## config.mk

```make
export PLATFORM = sky130hd
export DESIGN_NAME = chop_sched
export DESIGN_NICKNAME = d
export VERILOG_FILES = /design/src/rtl/sched_pkg.sv /design/src/rtl/rst_sync.sv /design/src/rtl/period_timer.sv /design/src/rtl/result_stage.sv /design/src/rtl/ready_ctrl.sv /design/src/rtl/chop_sched.sv
export SDC_FILE = /design/constraint.sdc
export NUM_CORES = 1
export LEC_CHECK = 0
export ABC_AREA = 0
export CAP_MARGIN = 10
export CORE_MARGIN = 4
export CORE_UTILIZATION = 48
export CTS_CLUSTER_SIZE = 16
export DETAILED_ROUTE_END_ITERATION = 10
export PLACE_DENSITY = 0.81
export SYNTH_ARGS = -nofsm -noshare
export SYNTH_HDL_FRONTEND = slang
export SYNTH_HIERARCHICAL = 1
export SYNTH_SLANG_ARGS = --single-unit
```

## constraint.sdc

```tcl
create_clock -name clk -period 1.3 [get_ports clk]
set_input_delay 0.26 -clock clk [delete_from_list [all_inputs] [get_ports clk]]
set_output_delay 0.26 -clock clk [all_outputs]
set_load 0.05 [all_outputs]
```

## src/rtl/sched_pkg.sv

```systemverilog
package sched_pkg;

  // Output coding selected for the result register
  typedef enum logic {
    CODE_OFFSET   = 1'b0,
    CODE_STRAIGHT = 1'b1
  } code_mode_e;

  localparam int DEF_SF_W         = 8;
  localparam int DEF_DATA_W       = 16;
  localparam int DEF_TICKS_PER_SF = 24;
  localparam int DEF_SF_MIN       = 13;
  localparam int DEF_SF_RESET     = 69;

endpackage

```

## src/rtl/rst_sync.sv

```systemverilog
module rst_sync #(
  parameter int STAGES = 2
) (
  input  logic clk,
  input  logic rst_n,
  output logic rst_n_sync
);

  logic [STAGES-1:0] sh_q;
  logic [STAGES-1:0] sh_d;

  always_comb begin
    sh_d = {sh_q[STAGES-2:0], 1'b1};
  end

  always_ff @(posedge clk or negedge rst_n) begin
    if (!rst_n) sh_q <= '0;
    else        sh_q <= sh_d;
  end

  assign rst_n_sync = sh_q[STAGES-1];

endmodule

```

## src/rtl/period_timer.sv

```systemverilog
module period_timer #(
  parameter int SF_W         = 8,
  parameter int TICKS_PER_SF = 24
) (
  input  logic            clk,
  input  logic            rst_n,
  input  logic            tick,
  input  logic            hold,
  input  logic            restart,
  input  logic [SF_W-1:0] sf_eff,
  output logic            load,
  output logic            blank
);

  localparam int MAX_TICKS = TICKS_PER_SF * ((1 << SF_W) - 1);
  localparam int CNT_W     = $clog2(MAX_TICKS);

  logic [CNT_W-1:0] cnt_q, cnt_d;
  logic             warm_q, warm_d;
  logic [CNT_W-1:0] last;
  logic             run;
  logic             at_last;

  always_comb begin
    last    = CNT_W'(TICKS_PER_SF) * CNT_W'(sf_eff) - CNT_W'(1);
    run     = tick && !hold && !restart;
    at_last = (cnt_q == last);
  end

  // Next state: the first period after a start only primes the chop pair
  always_comb begin
    cnt_d  = cnt_q;
    warm_d = warm_q;
    if (hold || restart) begin
      cnt_d  = '0;
      warm_d = 1'b0;
    end else if (tick) begin
      if (at_last) begin
        cnt_d  = '0;
        warm_d = 1'b1;
      end else begin
        cnt_d = cnt_q + CNT_W'(1);
      end
    end
  end

  always_ff @(posedge clk or negedge rst_n) begin
    if (!rst_n) begin
      cnt_q  <= '0;
      warm_q <= 1'b0;
    end else begin
      cnt_q  <= cnt_d;
      warm_q <= warm_d;
    end
  end

  assign load  = run && warm_q && at_last;
  assign blank = run && warm_q && (cnt_q == last - CNT_W'(1));

endmodule

```

## src/rtl/result_stage.sv

```systemverilog
module result_stage
  import sched_pkg::*;
#(
  parameter int DATA_W = 16
) (
  input  logic              clk,
  input  logic              rst_n,
  input  logic              load,
  input  code_mode_e        mode,
  input  logic [DATA_W-1:0] raw,
  output logic [DATA_W-1:0] data_q
);

  logic [DATA_W-1:0] coded;
  logic [DATA_W-1:0] data_d;

  always_comb begin
    if (mode == CODE_STRAIGHT) begin
      if (raw[DATA_W-1]) coded = '0;
      else               coded = {raw[DATA_W-2:0], raw[DATA_W-2]};
    end else begin
      coded = {~raw[DATA_W-1], raw[DATA_W-2:0]};
    end
  end

  always_comb begin
    data_d = load ? coded : data_q;
  end

  always_ff @(posedge clk or negedge rst_n) begin
    if (!rst_n) data_q <= '0;
    else        data_q <= data_d;
  end

endmodule

```

## src/rtl/ready_ctrl.sv

```systemverilog
module ready_ctrl (
  input  logic clk,
  input  logic rst_n,
  input  logic load,
  input  logic blank,
  input  logic rd_done,
  input  logic force_idle,
  output logic rdy_n,
  output logic status_rdy
);

  logic rdy_n_d;
  logic stat_d;

  // A new load outranks every release source
  always_comb begin
    if (load)                             rdy_n_d = 1'b0;
    else if (blank || rd_done || force_idle) rdy_n_d = 1'b1;
    else                                  rdy_n_d = rdy_n;
    stat_d = ~rdy_n_d;
  end

  always_ff @(posedge clk or negedge rst_n) begin
    if (!rst_n) begin
      rdy_n      <= 1'b1;
      status_rdy <= 1'b0;
    end else begin
      rdy_n      <= rdy_n_d;
      status_rdy <= stat_d;
    end
  end

endmodule

```

## src/rtl/chop_sched.sv

```systemverilog
module chop_sched
  import sched_pkg::*;
#(
  parameter int SF_W         = DEF_SF_W,
  parameter int DATA_W       = DEF_DATA_W,
  parameter int TICKS_PER_SF = DEF_TICKS_PER_SF,
  parameter int SF_MIN       = DEF_SF_MIN,
  parameter int SF_RESET     = DEF_SF_RESET
) (
  input  logic              clk,
  input  logic              rst_n,
  input  logic              mod_tick,
  input  logic              standby,
  input  logic              cfg_change,
  input  logic              sf_wr,
  input  logic [SF_W-1:0]   sf_wdata,
  input  logic              unipolar,
  input  logic [DATA_W-1:0] raw_sample,
  input  logic              rd_done,
  output logic [DATA_W-1:0] data_out,
  output logic              rdy_n,
  output logic              status_rdy
);

  localparam logic [SF_W-1:0] SF_MIN_V   = SF_W'(SF_MIN);
  localparam logic [SF_W-1:0] SF_RESET_V = SF_W'(SF_RESET);

  logic            rst_n_i;
  logic [SF_W-1:0] sf_q, sf_d;
  logic [SF_W-1:0] sf_eff;
  logic            load, blank;
  code_mode_e      mode;

  rst_sync #(.STAGES(2)) u_rst_sync (
    .clk        (clk),
    .rst_n      (rst_n),
    .rst_n_sync (rst_n_i)
  );

  // Decimation word: writable only in standby, clamped where it is used
  always_comb begin
    sf_d   = (sf_wr && standby) ? sf_wdata : sf_q;
    sf_eff = (sf_q < SF_MIN_V) ? SF_MIN_V : sf_q;
    mode   = unipolar ? CODE_STRAIGHT : CODE_OFFSET;
  end

  always_ff @(posedge clk or negedge rst_n_i) begin
    if (!rst_n_i) sf_q <= SF_RESET_V;
    else          sf_q <= sf_d;
  end

  period_timer #(
    .SF_W         (SF_W),
    .TICKS_PER_SF (TICKS_PER_SF)
  ) u_period_timer (
    .clk     (clk),
    .rst_n   (rst_n_i),
    .tick    (mod_tick),
    .hold    (standby),
    .restart (cfg_change),
    .sf_eff  (sf_eff),
    .load    (load),
    .blank   (blank)
  );

  result_stage #(.DATA_W(DATA_W)) u_result_stage (
    .clk    (clk),
    .rst_n  (rst_n_i),
    .load   (load),
    .mode   (mode),
    .raw    (raw_sample),
    .data_q (data_out)
  );

  ready_ctrl u_ready_ctrl (
    .clk        (clk),
    .rst_n      (rst_n_i),
    .load       (load),
    .blank      (blank),
    .rd_done    (rd_done),
    .force_idle (standby || cfg_change),
    .rdy_n      (rdy_n),
    .status_rdy (status_rdy)
  );

endmodule

```

==> summary.txt <==
CTS
  – CTS buffer count: 5
  – Max H-tree Level: 2
  – CTS clock-pin slew for the worst setup and hold paths: 100 ps
  – Clock sinks: 42
  – Longest Clk Path Bufs: 2
  – TritonCTS clock tree: yes
  – Skew-Pair Late Insertion Delay: 300 ps
  – Root buffer cell: clkbuf_8

Detailed routing
  – DRC: 0
  – Avg Vias per Cell: 6.449
  – DR vias: 3134
  – Drt first pass iters: 5
  – Wire per inst: 23.40 microns
  – Total Wirelength: 11370 microns
  – First-iteration detailed-routing DRC count: 364
  – Final antenna-violating net count: 0

Die
  – Die area: 0.007108 sq mm
  – Die span in x: 84.31 microns
  – Effective utilization at floorplan: 0.5015
  – Core box area: 0.005574 sq mm
  – Row cnt: 27
  – Ports: 50
  – DIE HEIGHT: 84.31 microns

Critical path
  – Reg2reg setup slack: -3430 ps
  – R2R Path Start: sf_q[4]$_DFFE_PN0P_
  – Data arrival, critical path: 4930 ps
  – R2r worst-path depth: 16
  – Critical R2R Capture: u_result_stage/data_q[7]$_DFFE_PN0P_
  – Max incr delay on CP: 520 ps
  – Cell Chain, Critical Path: nor4_4 -> a21o_1 -> ha_2 -> fa_2 -> or4b_1 -> or4_4 -> a22o_4 -> o21ai_1 -> a21boi_1 -> o21a_1 -> or4b_4 -> nor2_4 -> buf_12 -> buf_12 -> nor2_1 -> a31oi_1
  – Setup CP Type: flop to flop
  – Worst Setup EP: u_result_stage/data_q[7]$_DFFE_PN0P_
  – CP max-delay cell: or4b_4
  – Setup crit start: sf_q[4]$_DFFE_PN0P_
  – Crit path capture type: flop
  – Crit Path Max Fanout: 6
  – Worst setup SP type: flop
  – Data required time of the critical path: 1500 ps
  – Most frequent CP cell: buf_12

Logic synthesis
  – Seq/Total Area, Yosys: 0.3778
  – Post-synth net total: 337
  – Library cells used by synthesis: 60
  – Most frequent cells after synthesis: dfrtp_1 (38), nor2_1 (31), nand2b_1 (18), xnor2_1 (18)
  – Synth top area cells: dfrtp_1 (34%), xnor2_1 (5.6%), ha_1 (4.9%)
  – Register bit total from synthesis: 42
  – Post-synthesis area per instance: 9.540 sq um
  – Largest area contributor in the netlist: dfrtp_1
  – Cells after Synth: 293
  – Post-synth EDFFs: 0
  – Most used DFF post-synth: dfrtp_1
  – Yosys Warn Count: 6
  – Count leader, synth: dfrtp_1
  – Syn Std Cell Area: 0.002795 sq mm
  – Yosys top cell area share: 0.3402
  – Post-synth ARST share: 1.000

STA
  – Clock Skew: 9.467 ps
  – Post-route minimum period: 4729 ps
  – RSZ-0062 raised after global routing: yes
  – Post-layout worst setup margin: -3429 ps
  – Final Slew Violations: 0
  – Hold Worst Slack: 102.6 ps
  – Final hold violation count: 0
  – Fin crit share: 3.638
  – Setup-failing EPs final: 32
  – Setup tns final: -100030 ps
  – Fmax: 211.5 MHz

Final layout
  – NumNets Final: 457
  – Area delta synth->final: 59.67%
  – Layout cells sized above 1: 0.3647
  – Diode count: 0

Place
  – I/O Buffers: 49
  – Dpl hpwl: 5731 microns
  – Final RePlAce weighted congestion: 0.8369
  – Dpl ws: -2952 ps

Global routing
  – Overflow after GRT: 0
  – Pin count of the biggest net entering global routing: 41
  – First-pass GRT wire length: 14610 microns
  – Vias in the first global route: 3023
  – Total GRT Usage: 0.2582
  – Initial antenna violation count: 0

Outcome
  – Failing checks: setup timing
  – Status: complete, but fails checks

Job
  – Max-cap check violation count: 0

Pwr
  – P per Cell Area: 1053 mW/mm^2
  – VDD IR max: 0.8258 mV
  – Leak: 1.890 nW

Min path
  – Hold WC Path Type: input pin to async pin
per-layer routing:
metal,vias to the layer above,share of wire,global-route usage
met5,-,0,0
met4,0,0.065,0.1257
met3,84,0.082,0.04612
met2,278,0.51,0.4735
met1,1484,0.35,0.2850
li1,1288,-,-
state kept, by name, summed over array words and instances, names as in the netlist:
signal,count
u_period_timer/cnt_q,13
u_ready_ctrl/status_rdy,1
u_ready_ctrl/rdy_n,1
sf_q,8
u_rst_sync/sh_q,2
u_result_stage/data_q,16
u_period_timer/warm_q,1
worst max-delay path, delay by kind of cell (launching register included):
kind                     cells  cell delay (ps)
AND/OR/NAND/NOR              6             2140
flip-flops                   1              450
adder cells (fa/ha/maj)      2              660
buffers and inverters        2              260
AO/OA/AOI/OAI                6             1130
kinds of logic (layout without fill, tap and decap cells):
| logic type | count (synthesis) | after routing | synth area share |
|---|---|---|---|
| and+or+nand+nor | 134 | 134 | 0.2869 |
| adders and majority gates | 12 | 12 | 0.05640 |
| DFF | 42 | 42 | 0.3778 |
| xor gates and xnor gates | 26 | 26 | 0.08147 |
| muxes | 8 | 8 | 0.03223 |
| other | 1 | 1 | 0.001342 |
| buffers and inverters | 20 | 140 | 0.03491 |
| AOI/OAI and AO/OA | 50 | 51 | 0.1289 |
timing repair:
item | in CTS | in global routing
gates resized for setup | 13 | 18
setup endpoints to repair | 32 | 33
hold buffers | 0 | 0
gates cloned | 3 | 1
pin swaps | 4 | 6
setup buffers | 2 | 6
area by class of cell:
type / count / area [sq um]
inverters: 8 / 30.03
clock buffers: 6 / 82.58
fillers: 290 / 1111
flip-flops and latches: 42 / 1056
repair buffers: 124 / 1356
multi-input cells: 232 / 1836
well taps: 72 / 90.09
clock inverters: 2 / 12.51
cell usage in the layout, fill, tap and decap left out, types with 3 or more instances in the layout:
| master | n |
|---|---|
| inv_1 | 7 |
| nand3_1 | 4 |
| buf_4 | 64 |
| nand2_1 | 13 |
| buf_12 | 22 |
| a21o_1 | 5 |
| o211ai_1 | 3 |
| clkbuf_8 | 6 |
| dfstp_2 | 4 |
| a31oi_1 | 11 |
| ha_1 | 9 |
| nor2b_1 | 4 |
| nand3b_1 | 17 |
| xor2_1 | 8 |
| or2_2 | 3 |
| buf_6 | 4 |
| nor3_1 | 5 |
| dfrtp_1 | 38 |
| mux2_2 | 8 |
| o21ai_0 | 4 |
| nand4_1 | 6 |
| and2_4 | 3 |
| xnor2_1 | 18 |
| clkdlybuf4s50_1 | 31 |
| a31oi_4 | 4 |
| nor2_1 | 27 |
| and2_1 | 9 |
| nand2b_1 | 17 |
power by group:
group | leakage [nW] | internal, mW | switching [mW] | total (mW)
Sequential | 0.557 | 1.36 | 0.0512 | 1.41
Combinational | 1.29 | 1.11 | 1.22 | 2.33
Clock | 0.0472 | 0.429 | 0.533 | 0.962
Total | 1.89 | 2.90 | 1.80 | 4.70
per-stage QoR:
stage / cell area (sq um) / power, mW / cells / utilization
floorplan: 2834 / 2.549 / 293 / -
global placement: 4018 / 3.278 / 466 / 0.7208
detailed placement: 4018 / 3.356 / 466 / 0.7208
CTS: 4263 / 4.332 / 479 / 0.7648
global route: 4463 / 4.880 / 486 / 0.8007
finish: 4463 / 4.701 / 486 / 0.8007
how the worst min path moves through the flow:
stage | endpoint | slack [ps] | cells past startpoint
after CTS | u_rst_sync/sh_q[0]$_DFF_PN0_ | 110 | 1
after global placement | sf_q[7]$_DFFE_PN0P_ | 240 | 1
after detailed placement | sf_q[3]$_DFFE_PN0P_ | 250 | 1
after floorplan | u_rst_sync/sh_q[0]$_DFF_PN0_ | -40 | 0
after global routing | u_rst_sync/sh_q[1]$_DFF_PN0_ | 90 | 1
final | u_rst_sync/sh_q[0]$_DFF_PN0_ | 100 | 1
Note: power is estimated with default switching activity, not from simulation.
